## src/rtl/lift_pkg.sv

```systemverilog
package lift_pkg;

  localparam int NUM_STATES = 8;
  localparam int NUM_PINS   = 8;

  // one-hot bit positions; doorOpen decodes the odd ones
  localparam int ST_DOWN_RUN  = 0;
  localparam int ST_F1_OPEN   = 1;
  localparam int ST_UP_SHUT   = 2;
  localparam int ST_UP_HOLD   = 3;
  localparam int ST_UP_RUN    = 4;
  localparam int ST_F2_OPEN   = 5;
  localparam int ST_DOWN_SHUT = 6;
  localparam int ST_DOWN_HOLD = 7;

  typedef struct packed {
    logic call1;
    logic call2;
    logic car1;
    logic car2;
    logic lim1;
    logic lim2;
    logic shut;
    logic blocked;
  } liftIn_t;

  // control -> datapath strobes
  typedef struct packed {
    logic holdActive;
  } ctrlStrobe_t;

  // datapath -> control
  typedef struct packed {
    liftIn_t pins;
    logic    retryDue;
  } dpStatus_t;

endpackage

```

## src/rtl/lift_sync.sv

```systemverilog
module lift_sync #(
  parameter int STAGES = 2
) (
  input  logic clk,
  input  logic rstN,
  input  logic d,
  output logic q
);
  logic [STAGES-1:0] pipe;

  generate
    if (STAGES == 1) begin : g_one
      always_ff @(posedge clk or negedge rstN) begin
        if (!rstN) pipe <= '0;
        else       pipe <= d;
      end
    end else begin : g_many
      always_ff @(posedge clk or negedge rstN) begin
        if (!rstN) pipe <= '0;
        else       pipe <= {pipe[STAGES-2:0], d};
      end
    end
  endgenerate

  assign q = pipe[STAGES-1];
endmodule

```

## src/rtl/lift_datapath.sv

```systemverilog
module lift_datapath
  import lift_pkg::*;
#(
  parameter int unsigned CLK_HZ      = 100_000_000,
  parameter int unsigned RETRY_SEC   = 5,
  parameter int          SYNC_STAGES = 2
) (
  input  logic        clk,
  input  logic        rstN,
  input  liftIn_t     rawPins,
  input  ctrlStrobe_t strobe,
  output dpStatus_t   status
);
  localparam int unsigned RETRY_CYCLES = CLK_HZ * RETRY_SEC;
  localparam int CNT_W = (RETRY_CYCLES > 1) ? $clog2(RETRY_CYCLES) : 1;
  localparam logic [CNT_W-1:0] LAST_TICK = CNT_W'(RETRY_CYCLES - 1);

  logic [NUM_PINS-1:0] rawVec;
  logic [NUM_PINS-1:0] syncVec;
  logic [CNT_W-1:0]    holdCnt;
  logic                holdDone;

  assign rawVec = rawPins;

  generate
    for (genvar i = 0; i < NUM_PINS; i++) begin : g_sync
      lift_sync #(.STAGES(SYNC_STAGES)) u_sync (
        .clk (clk),
        .rstN(rstN),
        .d   (rawVec[i]),
        .q   (syncVec[i])
      );
    end
  endgenerate

  // retry timer: cleared outside a hold state, counts up while in one
  always_ff @(posedge clk or negedge rstN) begin
    if (!rstN) begin
      holdCnt <= '0;
    end else if (!strobe.holdActive) begin
      holdCnt <= '0;
    end else if (holdCnt != LAST_TICK) begin
      holdCnt <= holdCnt + 1'b1;
    end
  end

  assign holdDone = strobe.holdActive && (holdCnt == LAST_TICK);

  assign status.pins     = syncVec;
  assign status.retryDue = holdDone;
endmodule

```

## src/rtl/lift_control.sv

```systemverilog
module lift_control
  import lift_pkg::*;
(
  input  logic                  clk,
  input  logic                  rstN,
  input  dpStatus_t             status,
  output ctrlStrobe_t           strobe,
  output logic [NUM_STATES-1:0] stateQ,
  output logic                  motorUp,
  output logic                  motorDown,
  output logic                  doorOpen,
  output logic                  doorClose
);
  logic [NUM_STATES-1:0] setV;
  logic [NUM_STATES-1:0] leaveV;
  logic reqUp, reqDown, blocked, shut, goRun;

  assign reqUp   = status.pins.call2 | status.pins.car2;
  assign reqDown = status.pins.call1 | status.pins.car1;
  assign blocked = status.pins.blocked;
  assign shut    = status.pins.shut;
  assign goRun   = shut & ~blocked;

  // entry conditions of each state
  always_comb begin
    setV = '0;
    setV[ST_UP_SHUT]   = (stateQ[ST_F1_OPEN] & reqUp)
                       | (stateQ[ST_UP_HOLD] & status.retryDue);
    setV[ST_UP_HOLD]   = stateQ[ST_UP_SHUT] & blocked;
    setV[ST_UP_RUN]    = stateQ[ST_UP_SHUT] & goRun;
    setV[ST_F2_OPEN]   = stateQ[ST_UP_RUN] & status.pins.lim2;
    setV[ST_DOWN_SHUT] = (stateQ[ST_F2_OPEN] & reqDown)
                       | (stateQ[ST_DOWN_HOLD] & status.retryDue);
    setV[ST_DOWN_HOLD] = stateQ[ST_DOWN_SHUT] & blocked;
    setV[ST_DOWN_RUN]  = stateQ[ST_DOWN_SHUT] & goRun;
    setV[ST_F1_OPEN]   = stateQ[ST_DOWN_RUN] & status.pins.lim1;
  end

  // exit conditions: the union of the successors' entry terms
  always_comb begin
    leaveV = '0;
    leaveV[ST_F1_OPEN]   = reqUp;
    leaveV[ST_UP_SHUT]   = blocked | shut;
    leaveV[ST_UP_HOLD]   = status.retryDue;
    leaveV[ST_UP_RUN]    = status.pins.lim2;
    leaveV[ST_F2_OPEN]   = reqDown;
    leaveV[ST_DOWN_SHUT] = blocked | shut;
    leaveV[ST_DOWN_HOLD] = status.retryDue;
    leaveV[ST_DOWN_RUN]  = status.pins.lim1;
  end

  generate
    for (genvar s = 0; s < NUM_STATES; s++) begin : g_state
      localparam logic RESET_VAL = (s == ST_F1_OPEN);
      always_ff @(posedge clk or negedge rstN) begin
        if (!rstN) stateQ[s] <= RESET_VAL;
        else       stateQ[s] <= setV[s] | (stateQ[s] & ~leaveV[s]);
      end
    end
  endgenerate

  assign strobe.holdActive = stateQ[ST_UP_HOLD] | stateQ[ST_DOWN_HOLD];

  assign doorOpen  = stateQ[ST_F1_OPEN] | stateQ[ST_UP_HOLD]
                   | stateQ[ST_F2_OPEN] | stateQ[ST_DOWN_HOLD];
  assign doorClose = stateQ[ST_UP_SHUT] | stateQ[ST_DOWN_SHUT];
  assign motorUp   = stateQ[ST_UP_RUN]   & shut;
  assign motorDown = stateQ[ST_DOWN_RUN] & shut;
endmodule

```

## src/rtl/lift_top.sv

```systemverilog
module lift_top
  import lift_pkg::*;
#(
  parameter int unsigned CLK_HZ      = 100_000_000,
  parameter int unsigned RETRY_SEC   = 5,
  parameter int          SYNC_STAGES = 2
) (
  input  logic clk,
  input  logic rstN,
  input  logic callFloor1,
  input  logic callFloor2,
  input  logic carFloor1,
  input  logic carFloor2,
  input  logic limitFloor1,
  input  logic limitFloor2,
  input  logic doorShut,
  input  logic doorBlocked,
  output logic motorUp,
  output logic motorDown,
  output logic doorOpen,
  output logic doorClose
);
  liftIn_t               rawPins;
  ctrlStrobe_t           strobe;
  dpStatus_t             dpStat;
  logic [NUM_STATES-1:0] stateQ;

  always_comb begin
    rawPins.call1   = callFloor1;
    rawPins.call2   = callFloor2;
    rawPins.car1    = carFloor1;
    rawPins.car2    = carFloor2;
    rawPins.lim1    = limitFloor1;
    rawPins.lim2    = limitFloor2;
    rawPins.shut    = doorShut;
    rawPins.blocked = doorBlocked;
  end

  lift_datapath #(
    .CLK_HZ     (CLK_HZ),
    .RETRY_SEC  (RETRY_SEC),
    .SYNC_STAGES(SYNC_STAGES)
  ) u_dp (
    .clk    (clk),
    .rstN   (rstN),
    .rawPins(rawPins),
    .strobe (strobe),
    .status (dpStat)
  );

  lift_control u_ctrl (
    .clk      (clk),
    .rstN     (rstN),
    .status   (dpStat),
    .strobe   (strobe),
    .stateQ   (stateQ),
    .motorUp  (motorUp),
    .motorDown(motorDown),
    .doorOpen (doorOpen),
    .doorClose(doorClose)
  );
endmodule

```

## config.mk

```make
export PLATFORM = sky130hd
export DESIGN_NAME = lift_top
export DESIGN_NICKNAME = d
export VERILOG_FILES = /design/src/rtl/lift_pkg.sv /design/src/rtl/lift_sync.sv /design/src/rtl/lift_datapath.sv /design/src/rtl/lift_control.sv /design/src/rtl/lift_top.sv
export SDC_FILE = /design/constraint.sdc
export NUM_CORES = 1
export LEC_CHECK = 0
export BUFFER_PORTS_ARGS = -buffer_cell sky130_fd_sc_hd__buf_2
export CORE_ASPECT_RATIO = 1.25
export CORE_UTILIZATION = 54
export DETAILED_ROUTE_END_ITERATION = 16
export PLACE_DENSITY = 0.8
export SYNTH_ARGS = -nofsm -noshare
export SYNTH_HDL_FRONTEND = slang
export SYNTH_SLANG_ARGS = --single-unit
```

## constraint.sdc

```tcl
create_clock -name clk -period 2 [get_ports clk]
set_input_delay 0.4 -clock clk [delete_from_list [all_inputs] [get_ports clk]]
set_output_delay 0.4 -clock clk [all_outputs]
set_load 0.005 [all_outputs]
```

==> out/qor.csv <==
stage;metric;value;unit
synth;synth_compound_area_share;13.5;%
synth;syn_area;2410;sq um
drt;wl_per_cell;16.5;um
clocking;h-tree-depth;2;
power_and_ir_drop;p_leak;1.13;nW
placement;io_buffers;13;
clocking;insertion_delay;0.30;ns
critical_path;crit_fanout;8;
sta;finalWorstSetupSlack;0.0664;ns
synth;ys_warn_count;0;
sta;skew;0.00593;ns
layout;nets;272;
global_route;track_usage;24.8;%
sta;post-route-period-util;96.7;%
critical_path;cp.required;2.23;ns
critical_path;cp.arrival;2.16;ns
synth;synth_cell_types;38;
global_route;grt-ovfl-total;0;
clocking;clock-root-buffer;clkbuf_8;
synth;synth.area.mux_share;2.08;%
placement;dpl_worst_slack;0.0270;ns
power_and_ir_drop;power_density;637;nW/um^2
clocking;cts.sinks;53;
drt;dr.pass1.iters;5;
layout;final_util;66.0;%
critical_path;r2r_slack;0.07;ns
layout;antenna_cells;0;
synth;synth-xor-area-share;1.82;%
floorplan;start_util;57.5;%
drt;dr.first_iter.drc_count;94;
synth;synth_top_family_by_area;simple AND/OR/NAND/NOR gates;
synth;yosysSeqAreaShare;55.1;%
synth;synth_seq_cells;53;
global_route;grt_pass1_wl;8.63;mm
run;cap_violations;0;
global_route;grt_pass1_vias;1858;
placement;hpwlAfterDp;3.65;mm
floorplan;die_w;61.8;um
floorplan;rows;26;
clocking;cts_buffers;5;
synth;yosys.area_share.simple;23.8;%
synth;syn_avg_cell_area;10.5;sq um
global_route;antenna_found_initial;0;
drt;viasPerCell;6.18;
sta;layout_min_cycle_time;1.93;ns
clocking;clkSlewWorstSetupHoldPaths;0.10;ns
sta;hold_violations;0;
sta;slew_headroom;61.1;%
synth;synth_fa_ha_area_share;0.519;%
power_and_ir_drop;ir_drop;0.000421;V
sta;rsz0062_at_grt;yes;
floorplan;core-area;4200;sq um
drt;drt_wl_total;5.25;mm
critical_path;crit_type;flip-flop to flip-flop;
min_path;hold_class;input port to asynchronous set/reset pin;
drt;drc;0;
drt;ant_nets;0;
status;status;finished clean;
floorplan;ios;14;
clocking;cts_tree;built;
floorplan;dieArea;4740;sq um
critical_path;slowest_delay;0.58;ns
sta;tightest_slew;0.584;ns
floorplan;die-height;76.7;um
critical_path;crit_chain;nand4_1, or4_4, or4_1, a21oi_1;
synth;syn_nets;241;
sta;setup_viol;0;
global_route;grt_max_degree;29;
sta;fmax;0.517;GHz
critical_path;startpoint_type;flip-flop;
clocking;clockBufferDepth;2;
drt;via_count;1965;
critical_path;endpoint_kind;flip-flop;
placement;finalWeightedCongestion;0.848;
sta;slew_viol_final;0;
layout;drive_gt1_share;22.9;%
synth;synthCells;230;
layout;area_delta_synth_final;14.9;%
critical_path;crit_slowest_cell;or4_4;
[path summary, 6_finish.rpt]
path,startpoint,to,depth (start not counted)
max in group asynchronous,rstN,u_dp.holdCnt[7],2
hold reg to reg,u_dp.g_sync[1].u_sync.pipe[0],u_dp.g_sync[1].u_sync.pipe[1],0
setup reg to reg,u_dp.holdCnt[2],u_dp.holdCnt[25],4
hold / removal,rstN,u_ctrl.stateQ[2],1
setup / recovery,u_dp.holdCnt[2],u_dp.holdCnt[25],4
min in group clk,limitFloor1,u_dp.g_sync[3].u_sync.pipe[0],1
[state kept, by name, indices dropped and copies added (netlist names)]
signal,flops
u_dp.holdCnt,29
u_dp.g_sync.u_sync.pipe,16
u_ctrl.stateQ,8
[power breakdown]
part / leakage (nW) / total, mW / internal [mW] / switching (mW)
Clock: 0.0518 / 0.639 / 0.288 / 0.351
Sequential: 0.697 / 1.09 / 1.09 / 0.00651
Combinational: 0.381 / 0.0342 / 0.00987 / 0.0243
Total: 1.13 / 1.77 / 1.38 / 0.382
[what timing repair did]
item,CTS,global route
gates resized for setup,0,5
setup endpoints to repair,0,13
buffers inserted,0,2
hold buffers,0,0
hold endpoints to repair,0,0
[critical path: cells and delay by family, from the launching register on]
kind	cells	cell delay (ns)
flops	1	0.43
simple gates	3	1.25
compound gates	1	0.17
[layout by cell type, fill, tap and decap left out, types with 2 or more instances in the layout]
| cell type | count |
|---|---|
| buf_4 | 21 |
| nand2_1 | 16 |
| xnor2_1 | 3 |
| nor4_1 | 2 |
| a31oi_1 | 6 |
| mux2i_1 | 5 |
| o31ai_1 | 10 |
| dfrtp_1 | 50 |
| nor2_1 | 9 |
| xor2_1 | 2 |
| a22o_1 | 4 |
| or2_2 | 8 |
| o211ai_1 | 2 |
| or4_1 | 10 |
| and4_1 | 6 |
| nand4_1 | 13 |
| buf_2 | 13 |
| or4_4 | 2 |
| nor3_1 | 4 |
| and2_1 | 5 |
| a21oi_1 | 16 |
| or3_1 | 4 |
| inv_1 | 8 |
| dfrtp_2 | 2 |
| o21ai_0 | 11 |
| clkbuf_8 | 6 |
| nand3_1 | 8 |
| nor4b_1 | 2 |
[stage by stage]
stage                     power, mW  hold WS (ns)  std cells  setup TNS (ns)  area [sq um]
after detailed placement       1.15         0.336        308               0          2640
after CTS                      1.78        0.0983        316               0          2740
final                          1.77        0.0816        318               0          2770
after global placement         1.15         0.333        308               0          2640
after global routing           1.84         0.122        318        -0.00512          2770
after floorplan                1.12         0.104        230               0          2410
[layout make-up]
class	count	area, sq um
Timing Repair Buffer	34	223
Sequential cell	53	1330
Fill cell	332	1430
Clock buffer	6	82.6
Multi-Input combinational cell	159	1020
Inverter	8	30.0
Tap cell	56	70.1
Clock inverter	2	17.5
[cell families (layout without fill, tap and decap cells)]
kind of cell	Yosys count	count (layout)
adders and majority gates	1	1
AOI/OAI and AO/OA	52	52
muxes	5	5
buffers and inverters	18	50
and+or+nand+nor	96	96
xor gates and xnor gates	5	5
DFF	53	53
[cells in the mapped netlist (all sizes together)]
| master | number | share of area [%] |
|---|---|---|
| o211a | 1 | 0.42 |
| nor2b | 1 | 0.26 |
| xor2 | 2 | 0.73 |
| and3 | 2 | 0.57 |
| or3 | 4 | 1.0 |
| buf | 4 | 1.0 |
| o211ai | 2 | 0.62 |
| a31oi | 6 | 1.6 |
| dfrtp | 52 | 54 |
| a22o | 4 | 1.5 |
| nor2 | 9 | 1.4 |
| a21oi | 16 | 3.3 |
| or2 | 8 | 2.1 |
| o21ai | 11 | 2.3 |
| nand4 | 14 | 3.9 |
| o21a | 1 | 0.31 |
| nand2 | 17 | 2.6 |
| nor4 | 2 | 0.52 |
| nor3 | 4 | 0.83 |
| clkbuf | 6 | 0.93 |
| and2 | 5 | 1.3 |
| o31ai | 10 | 3.1 |
| inv | 8 | 1.2 |
| mux2i | 5 | 2.1 |
| and4 | 6 | 2.2 |
| or4 | 12 | 3.9 |
| ha | 1 | 0.52 |
| dfstp | 1 | 1.1 |
| nor4b | 3 | 1.1 |
| a2111o | 1 | 0.47 |
| xnor2 | 3 | 1.1 |
| nand3 | 9 | 2.1 |
[layer usage]
| metal | track usage [%] | part of all wire (%) | vias up |
|---|---|---|---|
| met4 | 8.89 | 1.7 | 0 |
| met1 | 33.5 | 42 | 985 |
| met2 | 38.8 | 52 | 45 |
| met3 | 5.40 | 4.1 | 9 |
| met5 | 0 | 0 | - |
| li1 | - | - | 926 |
Note: power is estimated with default switching activity, not from simulation.
